==> src/rtl/nbf_pkg.sv <==
package nbf_pkg;

    typedef enum logic [2:0] {
        BM_RESET,
        BM_STANDBY,
        BM_READ,
        BM_OUTDIS,
        BM_WRITE,
        BM_IDENT,
        BM_PSTAT
    } bus_mode_e;

    typedef enum logic [2:0] {
        S_RST,
        S_STBY,
        S_STBY_PEND,
        S_READ,
        S_ODIS,
        S_WRITE,
        S_IDRD,
        S_PSRD
    } fe_state_e;

    localparam logic [7:0] MFR_ID = 8'h52;

endpackage

==> src/rtl/nbf_mode_decode.sv <==
module nbf_mode_decode
    import nbf_pkg::*;
(
    input  logic      ce_n,
    input  logic      oe_n,
    input  logic      we_n,
    input  logic      rst_pin_n,
    input  logic      rst_hv,
    input  logic      a9_hv,
    input  logic      addr6,
    input  logic      addr1,
    output bus_mode_e mode
);

    // Priority: pin reset, chip deselect, read family, write, no drive.
    always_comb begin
        if (!rst_pin_n && !rst_hv) begin
            mode = BM_RESET;
        end else if (ce_n) begin
            mode = BM_STANDBY;
        end else if (!oe_n && we_n) begin
            if (a9_hv && !addr6) begin
                mode = addr1 ? BM_PSTAT : BM_IDENT;
            end else begin
                mode = BM_READ;
            end
        end else if (oe_n && !we_n) begin
            mode = BM_WRITE;
        end else begin
            mode = BM_OUTDIS;
        end
    end

endmodule

==> src/rtl/nbf_protect_map.sv <==
module nbf_protect_map #(
    parameter int SEC_W = 6,
    localparam int NSEC = 1 << SEC_W
) (
    input  logic             clk,
    input  logic             rst_n,
    input  logic             prot_wr,
    input  logic [NSEC-1:0]  prot_wdata,
    input  logic             rst_hv,
    input  logic [SEC_W-1:0] sec_idx,
    output logic [NSEC-1:0]  sector_locked,
    output logic             sel_locked
);

    logic [NSEC-1:0] map_q;

    always_ff @(posedge clk or negedge rst_n) begin
        if (!rst_n) begin
            map_q <= '0;
        end else if (prot_wr) begin
            map_q <= prot_wdata;
        end
    end

    // High voltage on the reset pin lifts every lock; the stored map survives.
    for (genvar g = 0; g < NSEC; g++) begin : g_sec
        assign sector_locked[g] = map_q[g] & ~rst_hv;
    end

    assign sel_locked = sector_locked[sec_idx];


    map_hold_chk: assert property (@(posedge clk) disable iff (!rst_n)
        (!$past(prot_wr) && !rst_hv && !$past(rst_hv)) |-> $stable(sector_locked));

endmodule

==> src/rtl/nbf_write_latch.sv <==
module nbf_write_latch #(
    parameter int ADDR_W = 18,
    parameter int DATA_W = 16
) (
    input  logic              clk,
    input  logic              rst_n,
    input  logic              wr_enter,
    input  logic              wr_hold,
    input  logic              wr_leave,
    input  logic              wr_clear,
    input  logic [ADDR_W-1:0] addr,
    input  logic [DATA_W-1:0] dq_in,
    output logic              cmd_valid,
    output logic [ADDR_W-1:0] cmd_addr,
    output logic [DATA_W-1:0] cmd_data
);

    logic [ADDR_W-1:0] addr_lat;
    logic [DATA_W-1:0] data_lat;

    always_ff @(posedge clk or negedge rst_n) begin
        if (!rst_n) begin
            addr_lat  <= '0;
            data_lat  <= '0;
            cmd_valid <= 1'b0;
            cmd_addr  <= '0;
            cmd_data  <= '0;
        end else if (wr_clear) begin
            addr_lat  <= '0;
            data_lat  <= '0;
            cmd_valid <= 1'b0;
            cmd_addr  <= '0;
            cmd_data  <= '0;
        end else begin
            cmd_valid <= wr_leave;
            if (wr_enter) begin
                addr_lat <= addr;
            end
            if (wr_hold) begin
                data_lat <= dq_in;
            end
            if (wr_leave) begin
                cmd_addr <= addr_lat;
                cmd_data <= data_lat;
            end
        end
    end


    strobe_single_chk: assert property (@(posedge clk) disable iff (!rst_n)
        cmd_valid |=> !cmd_valid);


    write_precedes_strobe_chk: assert property (@(posedge clk) disable iff (!rst_n)
        cmd_valid |-> $past(wr_hold, 2));

endmodule

==> src/rtl/nbf_bus_fsm.sv <==
module nbf_bus_fsm
    import nbf_pkg::*;
#(
    parameter int                DATA_W   = 16,
    parameter logic [DATA_W-1:0] DEV_CODE = 16'h2A70
) (
    input  logic              clk,
    input  logic              rst_n,
    input  bus_mode_e         mode,
    input  logic              algo_busy,
    input  logic              word_lsb,
    input  logic              pstat_bit,
    input  logic [DATA_W-1:0] array_word,
    output logic              wr_enter,
    output logic              wr_hold,
    output logic              wr_leave,
    output logic              wr_clear,
    output logic [DATA_W-1:0] dq_out,
    output logic              dq_oe,
    output logic              pwr_down
);

    fe_state_e state_q;
    fe_state_e state_d;

    // Next state from the sampled bus mode.
    always_comb begin
        state_d = state_q;
        unique case (mode)
            BM_RESET:   state_d = S_RST;
            BM_STANDBY: begin
                if (state_q == S_STBY || !algo_busy) begin
                    state_d = S_STBY;
                end else begin
                    state_d = S_STBY_PEND;
                end
            end
            BM_READ:    state_d = S_READ;
            BM_OUTDIS:  state_d = S_ODIS;
            BM_WRITE:   state_d = S_WRITE;
            BM_IDENT:   state_d = S_IDRD;
            BM_PSTAT:   state_d = S_PSRD;
            default:    state_d = S_ODIS;
        endcase
    end

    // State register.
    always_ff @(posedge clk or negedge rst_n) begin
        if (!rst_n) begin
            state_q <= S_RST;
        end else begin
            state_q <= state_d;
        end
    end

    // Registered bus outputs, taken from the state being entered.
    always_ff @(posedge clk or negedge rst_n) begin
        if (!rst_n) begin
            dq_oe  <= 1'b0;
            dq_out <= '0;
        end else begin
            unique case (state_d)
                S_READ: begin
                    dq_oe  <= 1'b1;
                    dq_out <= array_word;
                end
                S_IDRD: begin
                    dq_oe  <= 1'b1;
                    dq_out <= word_lsb ? DEV_CODE : DATA_W'(MFR_ID);
                end
                S_PSRD: begin
                    dq_oe  <= 1'b1;
                    dq_out <= word_lsb ? '0 : DATA_W'(pstat_bit);
                end
                S_RST, S_STBY, S_STBY_PEND, S_ODIS, S_WRITE: begin
                    dq_oe  <= 1'b0;
                    dq_out <= '0;
                end
            endcase
        end
    end

    assign pwr_down = (state_q == S_STBY);

    // Write latch control from the state transition.
    assign wr_hold  = (state_d == S_WRITE);
    assign wr_enter = (state_d == S_WRITE) && (state_q != S_WRITE);
    assign wr_leave = (state_q == S_WRITE) && (state_d != S_WRITE) && (state_d != S_RST);
    assign wr_clear = (state_d == S_RST);


    stby_after_idle_chk: assert property (@(posedge clk) disable iff (!rst_n)
        $rose(pwr_down) |-> !$past(algo_busy));

endmodule

==> src/rtl/nor_bus_front.sv <==
module nor_bus_front
    import nbf_pkg::*;
#(
    parameter int                ADDR_W   = 18,
    parameter int                DATA_W   = 16,
    parameter int                SEC_LSB  = 12,
    parameter logic [DATA_W-1:0] DEV_CODE = 16'h2A70,
    localparam int               SEC_W    = ADDR_W - SEC_LSB,
    localparam int               NSEC     = 1 << SEC_W
) (
    input  logic              clk,
    input  logic              rst_n,
    input  logic              ce_n,
    input  logic              oe_n,
    input  logic              we_n,
    input  logic              rst_pin_n,
    input  logic              rst_hv,
    input  logic              a9_hv,
    input  logic [ADDR_W-1:0] addr,
    input  logic [DATA_W-1:0] dq_in,
    output logic [DATA_W-1:0] dq_out,
    output logic              dq_oe,
    input  logic [DATA_W-1:0] array_word,
    input  logic              algo_busy,
    input  logic              prot_wr,
    input  logic [NSEC-1:0]   prot_wdata,
    output logic [NSEC-1:0]   sector_locked,
    output logic              pwr_down,
    output logic              cmd_valid,
    output logic [ADDR_W-1:0] cmd_addr,
    output logic [DATA_W-1:0] cmd_data
);

    bus_mode_e mode;
    logic      sel_locked;
    logic      wr_enter;
    logic      wr_hold;
    logic      wr_leave;
    logic      wr_clear;

    nbf_mode_decode u_decode (
        .ce_n      (ce_n),
        .oe_n      (oe_n),
        .we_n      (we_n),
        .rst_pin_n (rst_pin_n),
        .rst_hv    (rst_hv),
        .a9_hv     (a9_hv),
        .addr6     (addr[6]),
        .addr1     (addr[1]),
        .mode      (mode)
    );

    nbf_protect_map #(.SEC_W(SEC_W)) u_protect (
        .clk           (clk),
        .rst_n         (rst_n),
        .prot_wr       (prot_wr),
        .prot_wdata    (prot_wdata),
        .rst_hv        (rst_hv),
        .sec_idx       (addr[ADDR_W-1:SEC_LSB]),
        .sector_locked (sector_locked),
        .sel_locked    (sel_locked)
    );

    nbf_bus_fsm #(.DATA_W(DATA_W), .DEV_CODE(DEV_CODE)) u_fsm (
        .clk        (clk),
        .rst_n      (rst_n),
        .mode       (mode),
        .algo_busy  (algo_busy),
        .word_lsb   (addr[0]),
        .pstat_bit  (sel_locked),
        .array_word (array_word),
        .wr_enter   (wr_enter),
        .wr_hold    (wr_hold),
        .wr_leave   (wr_leave),
        .wr_clear   (wr_clear),
        .dq_out     (dq_out),
        .dq_oe      (dq_oe),
        .pwr_down   (pwr_down)
    );

    nbf_write_latch #(.ADDR_W(ADDR_W), .DATA_W(DATA_W)) u_wlatch (
        .clk       (clk),
        .rst_n     (rst_n),
        .wr_enter  (wr_enter),
        .wr_hold   (wr_hold),
        .wr_leave  (wr_leave),
        .wr_clear  (wr_clear),
        .addr      (addr),
        .dq_in     (dq_in),
        .cmd_valid (cmd_valid),
        .cmd_addr  (cmd_addr),
        .cmd_data  (cmd_data)
    );


    pinrst_quiet_chk: assert property (@(posedge clk) disable iff (!rst_n)
        (!rst_pin_n && !rst_hv) |=> (!dq_oe && !cmd_valid));


    drive_needs_enables_chk: assert property (@(posedge clk) disable iff (!rst_n)
        dq_oe |-> $past(!ce_n && !oe_n && we_n));

endmodule

==> config.mk <==
export PLATFORM = sky130hd
export DESIGN_NAME = nor_bus_front
export DESIGN_NICKNAME = d
export VERILOG_FILES = /design/src/rtl/nbf_pkg.sv /design/src/rtl/nbf_mode_decode.sv /design/src/rtl/nbf_protect_map.sv /design/src/rtl/nbf_write_latch.sv /design/src/rtl/nbf_bus_fsm.sv /design/src/rtl/nor_bus_front.sv
export SDC_FILE = /design/constraint.sdc
export NUM_CORES = 1
export LEC_CHECK = 0
export BUFFER_PORTS_ARGS = -buffer_cell sky130_fd_sc_hd__buf_2
export CORE_MARGIN = 5
export CORE_UTILIZATION = 51
export DETAILED_ROUTE_END_ITERATION = 8
export PLACE_DENSITY = 0.81
export SETUP_SLACK_MARGIN = 0.4
export SLEW_MARGIN = 20
export SYNTH_ARGS = -nofsm -noshare
export SYNTH_HDL_FRONTEND = slang
export SYNTH_HIERARCHICAL = 1
export SYNTH_SLANG_ARGS = --single-unit
==> constraint.sdc <==
create_clock -name clk -period 2.05 [get_ports clk]
set_input_delay 0.1025 -clock clk [delete_from_list [all_inputs] [get_ports clk]]
set_output_delay 0.1025 -clock clk [all_outputs]
set_load 0.005 [all_outputs]
==> summary by stage <==
Status
The run finished with clean final reports.

Timing
Setup total negative slack on the finished layout was measured at 0 ns. The maximum clock frequency is 0.503 GHz. Setup repair after global routing could not meet its margin everywhere. The final setup violation count is 0. The relative slew slack is 0.615. The count of pins over their slew limit is 0.

The post-route clock skew is 0.00958 ns. The measured slew at the worst slew-check pin is a little under 0.6 ns. The post-route clock period utilization is 0.970.

The clock period minus final worst setup slack is 1.99 ns. The number of failing hold endpoints at the final stage was 0.

Critical path
The largest single stage delay on the critical path is 0.51 ns. The critical path startpoint is u_protect/map_q[28]. In this run the worst path has a maximum fanout of 2. Data on the critical path arrives at its endpoint at between 2 and 2.5 ns. The type of destination of the critical path is a flip-flop.

Traced cell by cell, the critical path runs through mux4_2 -> mux4_2 -> a32oi_2 -> o211ai_1 -> nand3b_1 -> a21oi_1. Data on the critical path is required at its endpoint by 2.35 ns. Among the stages of the critical path, the cell type that occurs most often is sky130_fd_sc_hd__mux4_2. The kind of launch point of the worst setup path is a flip-flop.

The slowest cell on the critical path is sky130_fd_sc_hd__mux4_2. The critical path is of the reg -> reg type. The worst flop-to-flop path startpoint is u_protect/map_q[28].

Finish
Compared with the post-synthesis result, the final layout area differs by 45.2%. The number of fill cells is 855. The number of antenna diodes in the final layout is 0. The post-layout instance count excluding filler cells is 1102. The number of nets in the layout is 1035. Of the cells placed in the final design, the portion with a size suffix greater than 1 is 0.436.

Placed design
The placer's final routability congestion estimate is 0.839. The count of buffers added on input and output ports is 240. Detailed placement ended at an HPWL of between 10 and 15 mm. Once placement completed, the tool counted placed cells totaling approximately 960.

Global route
The number of global-route vias before repair is 6433. Across every metal layer, demand over resource in global routing totals 0.263. The largest net degree at the start of global routing is 65. The total overflow left after global routing is 0. The number of antenna violations at the first check in global routing is 0. The first global-routing pass estimated approximately 34 mm of wire.

Logic synthesis
Among all flip-flop cells after synthesis, the most frequent one is sky130_fd_sc_hd__dfrtp_1. The mean instance size in the synthesized netlist is 13.0 µm². The portion of netlist area occupied by mux cells is 0.258. The number of synthesized flops with an enable pin is 0. Of the total synthesized cell area, the portion taken by AND, OR, NAND and NOR gates is 0.130. Of the total synthesized cell area, the portion taken by full adders, half adders and majority gates is 0.

The netlist uses 45 different library cells. During synthesis, Yosys emitted a total of 6 warnings. The post-synth net total is 670. The share of flip-flops with an asynchronous set or reset after synthesis is 1.00.

The compound-cell area share of the yosys netlist is 0.0291. Of the total synthesized cell area, the portion taken by XOR and XNOR cells is 0. The main combinational cell family by area after synthesis is multiplexers.

The count of state elements after synthesis is ~150. The cell area that synthesis handed to floorplanning was 7090 µm². In the synthesized netlist, the number of instances is 546. The share of the Yosys chip area taken by registers is 0.540.

Drt
The total routed wirelength is 21.2 mm. The pre-antenna-repair detailed-routing pass consisted of 4 iterations. The average via count per standard cell is 5.27. The total via count after detailed routing is a little under 6000. Dividing the detail-routed wire length by the instance count gives 19.2 µm. The DRC violation count after routing is 0. Once detail routing completed, the nets flagged for antenna violations numbered 0. The detailed router finished its first iteration with 347 violations.

Clock tree
After clock tree synthesis, the clock-pin slew on the worst setup and hold paths is 0.06 ns. The H-tree was split into 4 levels. The CTS tree is built. CTS saw 153 sinks.

The longest clock path from root to sink contains 2 buffers. The buffer type at the clock tree root is sky130_fd_sc_hd__clkbuf_16. Counting the buffers created by CTS gives 17. The clock latency on the worst-skew pair is 0.42 ns.

Worst hold path
The path class of the tightest hold or removal check is in -> reg. The launch instance of the worst min-delay path is addr[6].

Floorplanning
The die is 128 µm tall. The top-level I/O count is approximately 240. Row generation in the floorplan step produced 43 rows. The die outline width is 128 µm. The core region is 13800 µm². The die covers about 16000 µm². For this configuration, the core starts out at a cell density of 0.515.

Flow run
The number of max-capacitance violations reported is 0.

Power and ir drop
In this run the static leakage power is 0.00505 µW. IR analysis of the VDD net gives a maximum drop of 0.000527 V. The power density over cell area is around 750 nW/µm².
state kept, by name, summed over array words and instances, names as in the netlist:
register / cells
u_protect/map_q: 64
u_wlatch/addr_lat: 18
u_wlatch/cmd_addr: 18
u_fsm/dq_out: 16
u_wlatch/cmd_data: 16
u_wlatch/data_lat: 16
u_fsm/state_q: 3
u_fsm/dq_oe: 1
u_wlatch/cmd_valid: 1
layer usage:
| metal | vias to the layer above | GRT usage | wire, µm |
|---|---|---|---|
| met5 | - | 0 | 0 |
| met2 | 283 | 0.448 | 10600 |
| met1 | 2864 | 0.321 | 8330 |
| met3 | 48 | 0.0692 | 1670 |
| li1 | 2615 | - | - |
| met4 | 0 | 0.0986 | 522 |
layout by cell type (no fill, tap or decap), types with 6 or more instances in the layout:
cell and instances:
sky130_fd_sc_hd__nand2_1 6, sky130_fd_sc_hd__buf_2 239, sky130_fd_sc_hd__mux2i_1 70, sky130_fd_sc_hd__mux4_2 13, sky130_fd_sc_hd__buf_4 30, sky130_fd_sc_hd__buf_12 7, sky130_fd_sc_hd__nor2_1 72, sky130_fd_sc_hd__nor2b_1 67
sky130_fd_sc_hd__mux2_2 66, sky130_fd_sc_hd__dlygate4sd3_1 108, sky130_fd_sc_hd__dfrtp_1 153, sky130_fd_sc_hd__clkbuf_16 17
synthesized netlist by cell type, drive strengths merged, types with 5 or more instances:
master / number / area, µm²
mux4: 16 / 383
and2: 8 / 55.1
mux2i: 70 / 701
clkbuf: 19 / 71.3
nand2: 6 / 22.5
nor2b: 69 / 432
buf: 20 / 216
nor3b: 5 / 48.8
a21o: 7 / 57.6
dfrtp: 153 / 3830
mux2: 66 / 743
nor2: 72 / 270
inv: 5 / 18.8
critical path, delay by kind of cell (launching register included):
kind,cells,cell delay [ns]
muxes,2,0.98
DFF,1,0.40
and+or+nand+nor,1,0.10
AOI/OAI and AO/OA,3,0.38
through the flow:
stage	setup WS (ns)	power [µW]	hold slack [ns]	instance area [µm²]	util
finish	0.0619	7720	0.0189	10300	0.747
global route	0.0133	8010	0.0352	10300	0.747
CTS	0.0878	7740	0.00776	10300	0.746
detailed placement	-0.0553	4460	0.116	8560	0.622
global placement	-0.0304	4420	0.107	8560	0.622
floorplan	0.231	3950	-0.193	7080	-
worst paths after layout:
check	end	slack, ns	depth (start not counted)
worst max-delay path	u_fsm/dq_out[0]	0.06	6
worst min-delay path	u_wlatch/addr_lat[6]	0.02	3
worst max register to register	u_fsm/dq_out[0]	0.06	6
worst min register to register	u_wlatch/cmd_addr[13]	0.51	2
max in group asynchronous	u_wlatch/addr_lat[12]	1.10	3
min in group asynchronous	u_wlatch/data_lat[11]	0.26	2
where the power goes:
| part | internal [µW] | switching [µW] | leakage [µW] |
|---|---|---|---|
| Sequential | 3220 | 140 | 0.00198 |
| Combinational | 724 | 559 | 0.00280 |
| Clock | 1910 | 1170 | 0.000279 |
layout make-up:
cell class,instances,area (µm²),area share
Clock buffer,24,492,0.0478
Inverter,5,18.8,0.00182
Sequential cell,153,3830,0.372
Multi-Input combinational cell,349,2980,0.290
Clock inverter,6,88.8,0.00863
Tap cell,180,225,0.0219
Timing Repair Buffer,385,2650,0.258
cells by family (layout without fill, tap and decap cells):
logic type,count (synthesis),in the layout
and+or+nand+nor,171,171
DFF,153,153
buffers and inverters,44,420
muxes,152,152
AOI/OAI and AO/OA,26,26
what timing repair did:
item	CTS	global route
hold endpoints to repair	164	0
hold buffers	108	0
gates resized for setup	1	2
endpoints found under the setup margin	1	5
pin swaps	3	0
buffers inserted	5	1
No activity file was read; power rests on OpenSTA's default activity.
